--- config.mk ---
export PLATFORM = sky130hd
export DESIGN_NAME = ssret_verifier
export DESIGN_NICKNAME = d
export VERILOG_FILES = /design/src/rtl/ssret_pkg.sv /design/src/rtl/ssret_lin_addr.sv /design/src/rtl/ssret_pop_engine.sv /design/src/rtl/ssret_judge.sv /design/src/rtl/ssret_verifier.sv
export SDC_FILE = /design/constraint.sdc
export NUM_CORES = 1
export LEC_CHECK = 0
export BUFFER_PORTS_ARGS = -buffer_cell sky130_fd_sc_hd__buf_2
export CORE_ASPECT_RATIO = 1.75
export CORE_MARGIN = 1.5
export CORE_UTILIZATION = 50
export CTS_CLUSTER_DIAMETER = 100
export CTS_CLUSTER_SIZE = 30
export DETAILED_ROUTE_END_ITERATION = 16
export GPL_TIMING_DRIVEN = 0
export PLACE_DENSITY = 0.86
export SLEW_MARGIN = 10
export SYNTH_ARGS = -nofsm -noshare
export SYNTH_HDL_FRONTEND = slang
export SYNTH_SLANG_ARGS = --single-unit
--- constraint.sdc ---
create_clock -name clk -period 5.1 [get_ports clk]
set_input_delay 0.51 -clock clk [delete_from_list [all_inputs] [get_ports clk]]
set_output_delay 0.51 -clock clk [all_outputs]
set_load 0.03 [all_outputs]
--- src/rtl/ssret_pkg.sv ---
package ssret_pkg;
  typedef enum logic [1:0] {
    FK_NONE = 2'd0,
    FK_CP   = 2'd1,
    FK_GP   = 2'd2
  } fault_kind_e;

  typedef enum logic [1:0] {
    ST_IDLE = 2'd0,
    ST_POP  = 2'd1,
    ST_EVAL = 2'd2
  } ctl_state_e;
endpackage

--- src/rtl/ssret_lin_addr.sv ---
module ssret_lin_addr #(
  parameter int DW = 64,
  parameter int BW = 32
) (
  input  logic [DW-1:0] ret_ip,
  input  logic [BW-1:0] cs_base,
  input  logic          long_mode,
  input  logic          cs_l,
  output logic [DW-1:0] lin_addr
);
  logic [BW-1:0] short_sum;

  always_comb begin
    short_sum = ret_ip[BW-1:0] + cs_base;
    if (long_mode && cs_l) lin_addr = ret_ip;
    else                   lin_addr = {{(DW-BW){1'b0}}, short_sum};
  end
endmodule

--- src/rtl/ssret_pop_engine.sv ---
module ssret_pop_engine #(
  parameter int DW   = 64,
  parameter int NPOP = 3
) (
  input  logic             clk,
  input  logic             rst_n,
  input  logic             load,
  input  logic [DW-1:0]    base_ptr,
  input  logic             rd_valid,
  input  logic [DW-1:0]    rd_data,
  output logic             rd_req,
  output logic [DW-1:0]    rd_addr,
  output logic             pop_last,
  output logic [NPOP*DW-1:0] entries
);
  localparam int IW = (NPOP > 1) ? $clog2(NPOP) : 1;
  localparam logic [IW-1:0] LAST = IW'(NPOP - 1);
  localparam logic [DW-1:0] STEP = DW'(DW / 8);

  logic          active_q, active_d;
  logic [DW-1:0] ptr_q, ptr_d;
  logic [IW-1:0] idx_q, idx_d;
  logic          take;

  assign take     = active_q && rd_valid;
  assign pop_last = take && (idx_q == LAST);
  assign rd_req   = active_q;
  assign rd_addr  = ptr_q;

  always_comb begin
    active_d = active_q;
    ptr_d    = ptr_q;
    idx_d    = idx_q;
    if (load) begin
      active_d = 1'b1;
      ptr_d    = base_ptr;
      idx_d    = '0;
    end else if (take) begin
      ptr_d = ptr_q + STEP;
      if (idx_q == LAST) begin
        active_d = 1'b0;
        idx_d    = '0;
      end else begin
        idx_d = idx_q + 1'b1;
      end
    end
  end

  always_ff @(posedge clk or negedge rst_n) begin
    if (!rst_n) begin
      active_q <= 1'b0;
      ptr_q    <= '0;
      idx_q    <= '0;
    end else begin
      active_q <= active_d;
      ptr_q    <= ptr_d;
      idx_q    <= idx_d;
    end
  end

  for (genvar g = 0; g < NPOP; g++) begin : g_entry
    logic [DW-1:0] ent_q;
    logic          ent_en;
    assign ent_en = take && (idx_q == IW'(g));
    always_ff @(posedge clk or negedge rst_n) begin
      if (!rst_n)      ent_q <= '0;
      else if (ent_en) ent_q <= rd_data;
    end
    assign entries[g*DW +: DW] = ent_q;
  end
endmodule

--- src/rtl/ssret_judge.sv ---
module ssret_judge
  import ssret_pkg::*;
#(
  parameter int DW      = 64,
  parameter int SELW    = 16,
  parameter int CW      = 16,
  parameter logic [CW-1:0] CP_CODE = 16'd3
) (
  input  logic [DW-1:0]   prev_ssp,
  input  logic [DW-1:0]   pop_lip,
  input  logic [DW-1:0]   pop_cs,
  input  logic [DW-1:0]   exp_lip,
  input  logic [SELW-1:0] exp_cs,
  input  logic            mode64,
  output fault_kind_e     kind,
  output logic [CW-1:0]   code
);
  localparam int HALF = DW / 2;

  logic cs_bad, lip_bad, align_bad, wide_bad;

  always_comb begin
    cs_bad    = pop_cs != {{(DW-SELW){1'b0}}, exp_cs};
    lip_bad   = pop_lip != exp_lip;
    align_bad = prev_ssp[1:0] != 2'b00;
    wide_bad  = !mode64 && (prev_ssp[DW-1:HALF] != '0);
    if (cs_bad || lip_bad || align_bad) begin
      kind = FK_CP;
      code = CP_CODE;
    end else if (wide_bad) begin
      kind = FK_GP;
      code = '0;
    end else begin
      kind = FK_NONE;
      code = '0;
    end
  end
endmodule

--- src/rtl/ssret_verifier.sv ---
module ssret_verifier
  import ssret_pkg::*;
#(
  parameter int DW      = 64,
  parameter int SELW    = 16,
  parameter int BW      = 32,
  parameter int CW      = 16,
  parameter logic [CW-1:0] CP_CODE = 16'd3
) (
  input  logic            clk,
  input  logic            rst_n,
  input  logic            start,
  input  logic [DW-1:0]   cur_ssp,
  input  logic [SELW-1:0] ret_cs,
  input  logic [DW-1:0]   ret_ip,
  input  logic [BW-1:0]   cs_base,
  input  logic            long_mode,
  input  logic            cs_l,
  input  logic            mode64,
  input  logic            to_user,
  input  logic [DW-1:0]   user_ssp,
  output logic            rd_req,
  output logic [DW-1:0]   rd_addr,
  input  logic            rd_valid,
  input  logic [DW-1:0]   rd_data,
  output logic            done,
  output logic [1:0]      fault_kind,
  output logic [CW-1:0]   fault_code,
  output logic [DW-1:0]   new_ssp
);
  localparam int NPOP = 3;
  localparam int ALIGN_BITS = 3;

  ctl_state_e    st_q, st_d;
  logic          done_q, done_d;
  fault_kind_e   kind_q, kind_d;
  logic [CW-1:0] code_q, code_d;
  logic [DW-1:0] ssp_q, ssp_d;

  logic            cap_en, pop_load, pop_last;
  logic [DW-1:0]   lip_calc, exp_lip_q;
  logic [SELW-1:0] exp_cs_q;
  logic            mode64_q;
  logic [NPOP*DW-1:0] entries;
  fault_kind_e     j_kind;
  logic [CW-1:0]   j_code;

  ssret_lin_addr #(.DW(DW), .BW(BW)) u_lin (
    .ret_ip(ret_ip), .cs_base(cs_base), .long_mode(long_mode),
    .cs_l(cs_l), .lin_addr(lip_calc)
  );

  ssret_pop_engine #(.DW(DW), .NPOP(NPOP)) u_pop (
    .clk(clk), .rst_n(rst_n), .load(pop_load), .base_ptr(cur_ssp),
    .rd_valid(rd_valid), .rd_data(rd_data), .rd_req(rd_req),
    .rd_addr(rd_addr), .pop_last(pop_last), .entries(entries)
  );

  ssret_judge #(.DW(DW), .SELW(SELW), .CW(CW), .CP_CODE(CP_CODE)) u_judge (
    .prev_ssp(entries[0*DW +: DW]), .pop_lip(entries[1*DW +: DW]),
    .pop_cs(entries[2*DW +: DW]), .exp_lip(exp_lip_q), .exp_cs(exp_cs_q),
    .mode64(mode64_q), .kind(j_kind), .code(j_code)
  );

  always_comb begin
    st_d     = st_q;
    done_d   = 1'b0;
    kind_d   = kind_q;
    code_d   = code_q;
    ssp_d    = ssp_q;
    cap_en   = 1'b0;
    pop_load = 1'b0;
    unique case (st_q)
      ST_IDLE: begin
        if (start) begin
          cap_en = 1'b1;
          if (cur_ssp[ALIGN_BITS-1:0] != '0) begin
            done_d = 1'b1;
            kind_d = FK_CP;
            code_d = CP_CODE;
          end else if (to_user) begin
            done_d = 1'b1;
            kind_d = FK_NONE;
            code_d = '0;
            ssp_d  = user_ssp;
          end else begin
            pop_load = 1'b1;
            st_d     = ST_POP;
          end
        end
      end
      ST_POP: begin
        if (pop_last) st_d = ST_EVAL;
      end
      ST_EVAL: begin
        done_d = 1'b1;
        kind_d = j_kind;
        code_d = j_code;
        if (j_kind == FK_NONE) ssp_d = entries[0*DW +: DW];
        st_d = ST_IDLE;
      end
      default: st_d = ST_IDLE;
    endcase
  end

  always_ff @(posedge clk or negedge rst_n) begin
    if (!rst_n) begin
      st_q   <= ST_IDLE;
      done_q <= 1'b0;
      kind_q <= FK_NONE;
      code_q <= '0;
      ssp_q  <= '0;
    end else begin
      st_q   <= st_d;
      done_q <= done_d;
      kind_q <= kind_d;
      code_q <= code_d;
      ssp_q  <= ssp_d;
    end
  end

  always_ff @(posedge clk or negedge rst_n) begin
    if (!rst_n) begin
      exp_lip_q <= '0;
      exp_cs_q  <= '0;
      mode64_q  <= 1'b0;
    end else if (cap_en) begin
      exp_lip_q <= lip_calc;
      exp_cs_q  <= ret_cs;
      mode64_q  <= mode64;
    end
  end

  assign done       = done_q;
  assign fault_kind = kind_q;
  assign fault_code = code_q;
  assign new_ssp    = ssp_q;
endmodule

==> flow_results.org <==
** CTS
- In this run the clock root is driven by a sky130_fd_sc_hd__clkbuf_16.
- Clock tree synthesis found a total of ~410 sinks.
- The number of setup buffers added after CTS is 0.
- Once the clock tree was built, the resizer swapped 0 gates to a different size.
- TritonCTS built the clock tree.
- H-Tree Level Count :: 1
- Clock latency on the worst-skew pair :: 0.55 ns
- Number of CTS-inserted buffers :: 17
- In this run the deepest clock path goes through 3 buffers.
- Clock transition at the registers of the reported paths :: roughly 0.12 ns
- Hold buffer count at cts :: 0

** Power
- Fraction of power consumed by the clock network :: between 10% and 20%
- Worst vdd rail ir drop :: roughly 0.00025 V
- Pwr/cell area :: 525.3 nW/um^2
- Combinational Power Share :: between 30% and 40%
- Switching pwr :: approximately 0.0050 W
- Leakage power :: around 11 nW
- The share of total power dissipated in sequential elements is between 40% and 50%.
- Internal power contribution :: 0.007215 W
- Switching share of power :: about 41%

** Status
- Run status :: finished, final reports clean

** Drt
- Using the TritonRoute via totals, the vias-per-cell ratio works out to between 5 and 6.
- Total Wirelength :: just under 70000 um
- Via count :: 16680
- After detailed routing, the average wire length per cell comes to 23.40 um.
- The routed design uses a little over 4000 um of met3 wire.
- Remaining antenna violation count :: 0
- The detailed router put a total of 22080 um of wire on met1.
- DRC violations left :: 0
- In this run, the number of DRC markers left after iteration 0 of detailed routing was roughly 1200.
- Detailed routing placed a total of ~35000 um of wire on met2.
- Pre-Repair DR Iteration Count :: 8
- The detailed router used layers up to and including met5.

** STA
- After layout, the worst path uses just over 70% of the clock period.
- Total count of hold-check failures in the final report :: 0
- Clock skew on the completed layout was measured at 0.02569 ns.
- Hold Slack :: 0.01333 ns
- Setup violations remaining at the end of the flow were counted as 0.
- For the pin with the worst max-slew slack, the measured transition is 1.280 ns.
- Headroom to the max-slew limit came out at 13.99%.
- Max frequency :: around 270 MHz
- Number of pins with negative max-slew slack in the final report :: 0
- The worst path needs between 3 and 4 ns of the cycle, external delays included.
- After routing, the total negative slack on setup checks comes to 0 ns.
- Setup repair after global routing missed its margin :: no

** Global routing
- After global routing the overflow that remains totals 0.
- The initial antenna violation count was 9.
- Entering global routing, the biggest net connects 108 pins.
- The first global-routing pass estimated around 100000 um of wire.
- For this run, the total global-route usage over all layers was measured as between 30 and 40%.
- The via count of the first global-routing pass came to between 15000 and 20000.

** Floorplanning
- Initial core utilization :: about half
- Die boundary width :: ~150 um
- Measured along the y axis, the die boundary spans approximately 270 um.
- The die covers roughly 40000 sq um.
- In this run the core area contains 96 standard-cell rows.
- Total core area :: 39160 sq um
- between 400 and 500 I/O pins were placed.

** Run
- The tool flagged a number of max-cap violations equal to 0.

** Logic synthesis
- For this run, the register share of the synthesized area comes to between 50% and 60%.
- The most used flip-flop cell after synthesis is sky130_fd_sc_hd__dfrtp_1.
- Library cells used by synthesis :: between 50 and 60
- The commonest cells after synthesis are sky130_fd_sc_hd__dfrtp_1 (409), sky130_fd_sc_hd__nand2_1 (304), sky130_fd_sc_hd__mux2_2 (192), sky130_fd_sc_hd__o21ai_0 (145), sky130_fd_sc_hd__xnor2_1 (82).
- Cell count after synthesis :: 1898
- Dominant cell type by area after synthesis :: sky130_fd_sc_hd__dfrtp_1
- Syn Std Cell Area :: around 20000 sq um
- Synthesis warning total :: 0
- Share of the synthesized area in the top cell type :: 51.57%
- Average size of a mapped cell :: between 10 and 15 sq um
- After synthesis the netlist holds a flip-flop and latch count of between 400 and 500.
- The most common cell in the synthesized netlist is sky130_fd_sc_hd__dfrtp_1.
- By area the synthesized netlist is led by sky130_fd_sc_hd__dfrtp_1 (52%), sky130_fd_sc_hd__mux2_2 (11%), sky130_fd_sc_hd__nand2_1 (5.7%).
- Number of enable flip-flop cells after synthesis :: 0
- For this run, asynchronously set or reset flops after synthesis account for 100.0%.

** Hold path
- Hold WC Path Type :: input pin to async pin

** Worst setup path
- Data arrives at the worst endpoint at ~4.2 ns.
- Depth of the worst register-to-register path :: 10
- Data required time at the worst endpoint :: between 5 and 6 ns
- Of all nets on the critical path, the largest fanout is 10.
- Crit path capture :: new_ssp[12]
- STA classifies the critical path startpoint as a flip-flop.
- Register-to-register path setup slack :: approximately 1.4 ns
- The worst setup path is captured at a flip-flop.
- The worst setup path is of the flip-flop to flip-flop kind.
- R2r startpoint :: exp_lip_q[40]
- R2R Path End :: new_ssp[12]
- Launch point of the worst path :: exp_lip_q[40]

** Placed design
- Once detailed placement completed, the half-perimeter wirelength came to 54990 um.
- Port Buf Inserts :: about 450
- After detailed placement, the total cell area comes to between 20000 and 25000 sq um.
- The congestion estimate from routability-driven global placement came to a little under 1.

** Cells and area
- The finished cells cover between 20000 and 25000 sq um.
- Synthesis-to-finish area growth :: 17.38%
- In the final design database the tool counted between 2000 and 3000 nets.
- The post-route netlist has 29.10% of its cells at a drive strength greater than 1.
[cells in the final DEF, fill, tap and decap left out, types with 18 or more instances in the layout]
| cell | netlist | layout |
|---|---|---|
| sky130_fd_sc_hd__buf_2 | 7 | 451 |
| sky130_fd_sc_hd__dfrtp_1 | 409 | 409 |
| sky130_fd_sc_hd__nand2_1 | 304 | 304 |
| sky130_fd_sc_hd__mux2_2 | 192 | 192 |
| sky130_fd_sc_hd__o21ai_0 | 145 | 145 |
| sky130_fd_sc_hd__xnor2_1 | 82 | 82 |
| sky130_fd_sc_hd__nor2_1 | 77 | 77 |
| sky130_fd_sc_hd__clkbuf_1 | 75 | 75 |
| sky130_fd_sc_hd__nand3_1 | 72 | 72 |
| sky130_fd_sc_hd__mux2i_1 | 67 | 67 |
| sky130_fd_sc_hd__xor2_1 | 58 | 58 |
| sky130_fd_sc_hd__a21oi_1 | 55 | 55 |
| sky130_fd_sc_hd__inv_1 | 39 | 39 |
| sky130_fd_sc_hd__ha_1 | 32 | 32 |
| sky130_fd_sc_hd__nand4_1 | 30 | 30 |
| sky130_fd_sc_hd__nor4_1 | 30 | 30 |
| sky130_fd_sc_hd__nor3_1 | 20 | 20 |
| sky130_fd_sc_hd__o21ai_1 | 20 | 20 |
| sky130_fd_sc_hd__and3_1 | 18 | 18 |
[cell type report]
cell class / instances / area [sq um]
Fill cell: 3279 / 15860
Inverter: 39 / 146.4
Antenna cell: 7 / 17.52
Tap cell: 490 / 613.1
Buffer: 112 / 519.2
Multi-Input combinational cell: 1351 / 8994
Clock buffer: 17 / 425.4
Timing Repair Buffer: 448 / 2320
Clock inverter: 2 / 25.02
Sequential cell: 409 / 10230
[per-stage QoR]
stage,utilization [%],power (W),worst slack [ns],instances
5_1_grt,59.48,0.01283,1.224,2873
2_1_floorplan,-,0.008714,2.186,1911
4_1_cts,59.45,0.01222,1.513,2868
3_5_place_dp,58.29,0.01062,1.564,2849
3_3_place_gp,58.06,0.01035,-4.133,2846
6_report,59.49,0.01224,1.397,2875
[layer usage]
| metal | vias to the layer above | global-route usage (%) |
|---|---|---|
| met3 | 221 | 4.855 |
| met5 | - | 0 |
| li1 | 7514 | - |
| met2 | 822 | 60.30 |
| met4 | 6 | 24.85 |
| met1 | 8117 | 32.63 |
[worst min path at each step]
stage                      from  slack (ns)           endpoint
finish                    rst_n        0.01        new_ssp[39]
global placement    new_ssp[29]        0.46        new_ssp[29]
CTS                       rst_n        0.02  u_pop.rd_addr[22]
floorplan                 rst_n        0.21               done
global route              rst_n        0.05      exp_lip_q[38]
detailed placement  new_ssp[21]        0.47        new_ssp[21]
[power by group through the flow]
stage,Combinational (W),Clock [W],Sequential [W]
floorplan,0.00238,0,0.00633
global placement,0.00452,0,0.00583
detailed placement,0.00469,0,0.00593
CTS,0.00471,0.00165,0.00586
global route,0.00505,0.00175,0.00603
finish,0.00472,0.00163,0.00589
[flip-flops by register name (all words and copies together) (netlist names)]
signal / count
mode64_q: 1
st_q: 2
done: 1
u_pop.rd_req: 1
fault_kind: 2
u_pop.idx_q: 2
exp_cs_q: 16
exp_lip_q: 64
new_ssp: 64
u_pop.rd_addr: 64
u_pop.g_entry.ent_q: 192
[kinds of logic after synthesis]
group / count (synthesis) / share of synthesized area, %
AOI/OAI and AO/OA: 309 / 8.959
xor gates and xnor gates: 140 / 6.179
adders and majority gates: 33 / 2.118
buffers and inverters: 151 / 3.354
DFF: 409 / 51.57
muxes: 259 / 14.27
other: 1 / 0.01890
and+or+nand+nor: 596 / 13.52
[critical path, stage by stage (launching register included)]
cell and delay (ns):
sky130_fd_sc_hd__dfrtp_1 0.41, sky130_fd_sc_hd__xnor2_1 0.63, sky130_fd_sc_hd__nand4_1 0.16, sky130_fd_sc_hd__nor4_1 0.61, sky130_fd_sc_hd__nand4_1 0.19, sky130_fd_sc_hd__or4_1 0.66
sky130_fd_sc_hd__o21ai_2 0.18, sky130_fd_sc_hd__nand2_1 0.10, sky130_fd_sc_hd__buf_6 0.18, sky130_fd_sc_hd__clkbuf_1 0.24, sky130_fd_sc_hd__o21ai_0 0.25
Note: power is estimated with default switching activity, not from simulation.
